File: config.mk
export PLATFORM = sky130hd
export DESIGN_NAME = alu_flag_core
export DESIGN_NICKNAME = d
export VERILOG_FILES = /design/src/rtl/alu_flag_pkg.sv /design/src/rtl/alu_cla_adder.sv /design/src/rtl/alu_logic_unit.sv /design/src/rtl/alu_rotator.sv /design/src/rtl/alu_compare.sv /design/src/rtl/alu_flag_core.sv
export SDC_FILE = /design/constraint.sdc
export NUM_CORES = 1
export LEC_CHECK = 0
export ABC_AREA = 1
export CORE_MARGIN = 2
export CORE_UTILIZATION = 50
export CTS_BUF_LIST = sky130_fd_sc_hd__clkbuf_8
export CTS_CLUSTER_DIAMETER = 30
export DETAILED_ROUTE_END_ITERATION = 12
export DONT_BUFFER_PORTS = 1
export PLACE_DENSITY = 0.73
export SYNTH_ARGS = -nofsm -noshare
export SYNTH_HDL_FRONTEND = slang
export SYNTH_SLANG_ARGS = --single-unit
File: constraint.sdc
create_clock -name clk -period 10.6 [get_ports clk]
set_input_delay 1.06 -clock clk [delete_from_list [all_inputs] [get_ports clk]]
set_output_delay 1.06 -clock clk [all_outputs]
set_load 0.02 [all_outputs]
File: src/rtl/alu_flag_pkg.sv
// Shared encodings for the accumulator ALU.
package alu_flag_pkg;

    // Operation codes presented on op_sel.
    typedef enum logic [3:0] {
        OP_ADD  = 4'd0,
        OP_SUB  = 4'd1,
        OP_AND  = 4'd2,
        OP_OR   = 4'd3,
        OP_XOR  = 4'd4,
        OP_NOT  = 4'd5,
        OP_ROL  = 4'd6,
        OP_ROR  = 4'd7,
        OP_PASS = 4'd8,
        OP_CMP  = 4'd9
    } alu_op_e;

    // Relation codes presented on cmp_sel.
    typedef enum logic [2:0] {
        REL_EQ = 3'd0,
        REL_LT = 3'd1,
        REL_LE = 3'd2,
        REL_GT = 3'd3,
        REL_GE = 3'd4
    } cmp_rel_e;

    // Internal function select of the logic unit.
    typedef enum logic [1:0] {
        LF_AND = 2'd0,
        LF_OR  = 2'd1,
        LF_XOR = 2'd2,
        LF_NOT = 2'd3
    } logic_fn_e;

endpackage

File: src/rtl/alu_cla_adder.sv
// Carry-lookahead adder. Inside each group of GROUP bits the carries come
// from the group carry-in. Group generate/propagate terms then form the
// carries between groups. Assumes WIDTH is a multiple of GROUP.
module alu_cla_adder #(
    parameter int WIDTH = 8,
    parameter int GROUP = 4
) (
    input  logic [WIDTH-1:0] a,
    input  logic [WIDTH-1:0] b,
    input  logic             cin,
    output logic [WIDTH-1:0] sum,
    output logic             cout
);
    localparam int NGRP = WIDTH / GROUP;

    logic [NGRP-1:0] grp_g;
    logic [NGRP-1:0] grp_p;
    logic [NGRP:0]   grp_c;

    for (genvar gi = 0; gi < NGRP; gi++) begin : g_grp
        logic [GROUP-1:0] bit_g;
        logic [GROUP-1:0] bit_p;
        logic [GROUP-1:0] bit_c;

        // Per-bit generate and propagate terms.
        always_comb begin
            bit_g = a[gi*GROUP +: GROUP] & b[gi*GROUP +: GROUP];
            bit_p = a[gi*GROUP +: GROUP] ^ b[gi*GROUP +: GROUP];
        end

        // Carries inside the group, derived from the group carry-in.
        always_comb begin
            bit_c[0] = grp_c[gi];
            for (int j = 1; j < GROUP; j++) begin
                bit_c[j] = bit_g[j-1] | (bit_p[j-1] & bit_c[j-1]);
            end
        end

        // Group generate and propagate summary.
        always_comb begin
            logic gacc;
            logic pacc;
            gacc = 1'b0;
            pacc = 1'b1;
            for (int j = 0; j < GROUP; j++) begin
                gacc = bit_g[j] | (bit_p[j] & gacc);
                pacc = pacc & bit_p[j];
            end
            grp_g[gi] = gacc;
            grp_p[gi] = pacc;
        end

        assign sum[gi*GROUP +: GROUP] = bit_p ^ bit_c;
    end

    // Carries between groups, taken from the group summaries.
    always_comb begin
        grp_c[0] = cin;
        for (int k = 0; k < NGRP; k++) begin
            grp_c[k+1] = grp_g[k] | (grp_p[k] & grp_c[k]);
        end
    end

    assign cout = grp_c[NGRP];

endmodule

File: src/rtl/alu_logic_unit.sv
// Bitwise logic unit: and, or or xor of the two inputs, or the complement
// of the first input. The second input is unused for the complement.
module alu_logic_unit
    import alu_flag_pkg::*;
#(
    parameter int WIDTH = 8
) (
    input  logic [WIDTH-1:0] a,
    input  logic [WIDTH-1:0] b,
    input  logic_fn_e        fn,
    output logic [WIDTH-1:0] y
);
    // Select the bitwise function.
    always_comb begin
        unique case (fn)
            LF_AND:  y = a & b;
            LF_OR:   y = a | b;
            LF_XOR:  y = a ^ b;
            default: y = ~a;
        endcase
    end

endmodule

File: src/rtl/alu_rotator.sv
// Circular rotate by one bit position. dir_right = 0 moves each bit up one
// place and wraps the top bit to bit 0. dir_right = 1 does the reverse.
module alu_rotator #(
    parameter int WIDTH = 8
) (
    input  logic [WIDTH-1:0] a,
    input  logic             dir_right,
    output logic [WIDTH-1:0] y
);
    for (genvar i = 0; i < WIDTH; i++) begin : g_bit
        localparam int SRC_L = (i == 0) ? WIDTH - 1 : i - 1;
        localparam int SRC_R = (i == WIDTH - 1) ? 0 : i + 1;
        assign y[i] = dir_right ? a[SRC_R] : a[SRC_L];
    end

endmodule

File: src/rtl/alu_compare.sv
// Unsigned relation evaluator. It works from the difference acc - operand
// and the adder carry-out, which is 1 when no borrow occurred. Assumes the
// adder is in subtract mode whenever its output is used.
module alu_compare
    import alu_flag_pkg::*;
#(
    parameter int WIDTH = 8
) (
    input  logic [WIDTH-1:0] diff,
    input  logic             no_borrow,
    input  logic [2:0]       rel,
    output logic             hit
);
    logic is_eq;
    logic is_lt;

    // Equality from a zero difference; less-than from a borrow.
    always_comb begin
        is_eq = (diff == '0);
        is_lt = ~no_borrow;
    end

    // Pick the requested relation; unused codes give false.
    always_comb begin
        case (rel)
            REL_EQ:  hit = is_eq;
            REL_LT:  hit = is_lt;
            REL_LE:  hit = is_lt | is_eq;
            REL_GT:  hit = ~(is_lt | is_eq);
            REL_GE:  hit = ~is_lt;
            default: hit = 1'b0;
        endcase
    end

endmodule

File: src/rtl/alu_flag_core.sv
// Accumulator ALU with a compare flag. The result path is combinational.
// The flag is a register written only by compare operations and cleared
// by a synchronous active-low reset. The caller is assumed to hold the
// inputs stable around the rising clock edge.
module alu_flag_core
    import alu_flag_pkg::*;
#(
    parameter int WIDTH = 8,
    parameter int GROUP = 4
) (
    input  logic             clk,
    input  logic             rst_n,
    input  logic [3:0]       op_sel,
    input  logic [2:0]       cmp_sel,
    input  logic [WIDTH-1:0] acc_in,
    input  logic [WIDTH-1:0] reg_val,
    input  logic [WIDTH-1:0] imm_val,
    input  logic             use_imm,
    output logic [WIDTH-1:0] result,
    output logic             flag
);
    logic [WIDTH-1:0] opnd;
    logic             sub_mode;
    logic [WIDTH-1:0] add_b;
    logic [WIDTH-1:0] add_sum;
    logic             add_cout;
    logic_fn_e        lfn;
    logic [WIDTH-1:0] logic_y;
    logic [WIDTH-1:0] rot_y;
    logic             cmp_hit;
    logic             is_cmp;

    // Operand select and adder mode from the operation code.
    always_comb begin
        opnd     = use_imm ? imm_val : reg_val;
        is_cmp   = (op_sel == OP_CMP);
        sub_mode = (op_sel == OP_SUB) || is_cmp;
        add_b    = sub_mode ? ~opnd : opnd;
    end

    // Map the operation code to the logic unit's function select.
    always_comb begin
        case (op_sel)
            OP_AND:  lfn = LF_AND;
            OP_OR:   lfn = LF_OR;
            OP_XOR:  lfn = LF_XOR;
            default: lfn = LF_NOT;
        endcase
    end

    alu_cla_adder #(.WIDTH(WIDTH), .GROUP(GROUP)) u_add (
        .a    (acc_in),
        .b    (add_b),
        .cin  (sub_mode),
        .sum  (add_sum),
        .cout (add_cout)
    );

    alu_logic_unit #(.WIDTH(WIDTH)) u_logic (
        .a  (acc_in),
        .b  (opnd),
        .fn (lfn),
        .y  (logic_y)
    );

    alu_rotator #(.WIDTH(WIDTH)) u_rot (
        .a         (acc_in),
        .dir_right (op_sel == OP_ROR),
        .y         (rot_y)
    );

    alu_compare #(.WIDTH(WIDTH)) u_cmp (
        .diff      (add_sum),
        .no_borrow (add_cout),
        .rel       (cmp_sel),
        .hit       (cmp_hit)
    );

    // Result multiplexer over the four paths plus accumulator hold.
    always_comb begin
        case (op_sel)
            OP_ADD, OP_SUB:        result = add_sum;
            OP_AND, OP_OR,
            OP_XOR, OP_NOT:        result = logic_y;
            OP_ROL, OP_ROR:        result = rot_y;
            OP_PASS:               result = opnd;
            default:               result = acc_in;
        endcase
    end

    // Flag register: cleared by reset, loaded only on compare.
    always_ff @(posedge clk) begin
        if (!rst_n) begin
            flag <= 1'b0;
        end else if (is_cmp) begin
            flag <= cmp_hit;
        end
    end

endmodule

==> flow_summary.ini <==
[worst_setup_path]
crit_arrival_ns = 4.31
criticalPathCategory = in2out
rr_worst_depth = 2
r2r-start = flag
critPathLaunchType = input port
cp_data_required_time_ns = 9.54
timing.rr.end = flag
cp_max_fo = 12
r2r_setup_slack_ns = 9.88
crit_path_end_kind = output port

[synth]
ys_seq_elements = 1
synth_top_area_frac = 0.192
synth_area_leaders = ha_1 19%, nand2_1 14%, inv_1 9.8%, o2111ai_1 9.0%, nor2_1 6.7%
synth_area_per_cell_um2 = 6.34
ys_types = 32
synth_cells = 247
yosys.area.top_type = ha_1
ys_warn_count = 0
syn_area_um2 = 1570
synth_nets = 310
synth-seq-area-share = 0.0128

[power]
p_int_mw = 0.0311
power_switching_mw = 0.0497
combPwrFrac = 0.949
p_seq_frac = 0.051
power.share.switching = 0.615
p_leak_nw = 0.757
p_per_area_nw_per_um2 = 52.0
finalPower_mw = 0.0808
clkPwrFrac = 0
ir_drop_v = 0.0000175

[placed_design]
dp_slack_ns = 5.25
dpl.hpwl_um = 3170
portBuffers = 0
dp_cells = 275
place_area_um2 = 1550
gp_congestion = 0.904

[cells_and_area]
area_growth_pct = -0.719
multi_input_area_um2 = 1320
n_antenna_cell = 0
nNetsFinal = 307
largest_registers = flag x1
design_area_um2 = 1550
drive_above_1_share = 0.0579
largest_register = flag
largest_register_ffs = 1
ff_latch_area_um2 = 20.0
fin_util = 0.518
fin_cells = 275
final.fill_count = 332

[routing]
antenna_left = 0
drc = 0
drt_iter0_drc = 106
dr_total_vias = 1561
drt_wl_total_um = 4060
firstDrtPassIters = 4
post_drt_wl_per_cell_um = 14.8
viasPerCell = 5.68

[timing]
skew_ns = 0
fin_ws_ns = 5.23
maxSlewViolCount = 0
setup_viol = 0
hold_ws_ns = 0.566
rsz0062_at_grt = no
fin_crit_sh = 0.506
finalCriticalPeriod_ns = 5.37
setup_tns_ns = 0
tightest_slew_ns = 0.826
hold_viol = 0
relSlewSlack = 0.449
fmax_mhz = 186

[global_route]
grt_pass1_wl_um = 6670
grt_max_degree = 17
antenna_found_initial = 0
grt_usage = 0.240
overflow = 0
grt_pass1_vias = 1405

[clocking]
cts_setup_buffers = 0
cts-resized-gates = 0
clk_latency_ns = 0
clk_pin_slew_ns = 0
hold_buffers = 0

[die]
initial_core_util = 0.521
core.rowCount = 20
die_h_um = 60.0
die_area_um2 = 3590
dieWidth_um = 60.0
ioPinCount = 43
core_um2 = 3000

[hold_path]
min_to = flag
hold_depth = 2
hp-class = reg2reg
hold_start = flag

[run]
drv_cap = 0

[run_status]
status = complete, no violations
[synthesized netlist by cell type]
| master | n |
|---|---|
| o21ai_1 | 1 |
| nor2_2 | 2 |
| nand3b_1 | 1 |
| inv_2 | 2 |
| ha_1 | 24 |
| nor2_4 | 2 |
| clkinv_4 | 1 |
| o21ai_0 | 9 |
| nor2_1 | 28 |
| a21oi_1 | 5 |
| inv_1 | 41 |
| clkinv_2 | 1 |
| dfxtp_1 | 1 |
| o211ai_1 | 8 |
| fa_1 | 5 |
| xnor2_1 | 5 |
| nand2_1 | 59 |
| a21oi_2 | 1 |
| buf_6 | 2 |
| o22a_1 | 1 |
| nand4_1 | 2 |
| buf_2 | 2 |
| nand3_1 | 7 |
| o21a_1 | 1 |
| nand2_2 | 1 |
| nand2_4 | 3 |
| o2111ai_1 | 16 |
| xor2_1 | 5 |
| buf_12 | 1 |
| nand3_2 | 1 |
| nor3_1 | 2 |
| a211oi_1 | 7 |
[cell type report]
type | instances | area share
inverter | 45 | 0.113
sequential | 1 | 0.0129
tap | 33 | 0.0266
multi-input combinational | 196 | 0.848
[layer usage]
metal  share of wire  wire (um)  vias to the layer above  track usage
li1                -          -                      817            -
met1            0.45       1840                      693        0.351
met2            0.47       1910                       49        0.405
met3           0.071        290                        2      0.00649
met4          0.0071         29                        0       0.0222
met5               0          0                        -            0
[worst max-delay path: stages]
cell       delay, ns
inv_2           0.07
nand2_4         0.06
nor2_4          0.35
xor2_1          0.13
ha_1            0.37
nand3_1         0.09
nor2_1          0.08
nand2_1         0.06
nand3_2         0.09
inv_1           0.05
fa_1            0.42
fa_1            0.44
fa_1            0.41
xor2_1          0.16
o2111ai_1       0.45
[power by group through the flow]
stage,Combinational [mW],Sequential [mW],Clock (mW)
6_report,0.0766,0.00416,0
5_1_grt,0.0863,0.00418,0
4_1_cts,0.0768,0.00416,0
3_5_place_dp,0.0760,0.00416,0
3_3_place_gp,0.0750,0.00416,0
2_1_floorplan,0.0643,0.00415,0
[kinds of logic after synthesis]
kind of cell,share of synthesized area
fa+ha+maj,0.256
compound gates,0.225
flops,0.0128
simple gates,0.305
buf+inv,0.145
xor+xnor,0.0560
[cell usage in the layout, fill, tap and decap left out, drive strengths merged, types with 5 or more instances in the layout]
master and n:
nand2 63, inv 43, nor2 32, ha 24, o2111ai 16, o21ai 10, o211ai 8, nand3 8
a211oi 7, a21oi 6, xnor2 5, xor2 5, fa 5
[worst max-delay path by stage]
stage / start / cells past startpoint / slack, ns / endpoint
6_report: op_sel[1] / 15 / 5.23 / result[7]
5_1_grt: op_sel[1] / 15 / 5.05 / result[7]
4_1_cts: op_sel[1] / 15 / 5.23 / result[7]
3_5_place_dp: op_sel[1] / 15 / 5.25 / result[7]
3_3_place_gp: op_sel[1] / 15 / 5.27 / result[7]
2_1_floorplan: op_sel[0] / 16 / 5.47 / result[7]
Note: power is estimated with default switching activity, not from simulation.
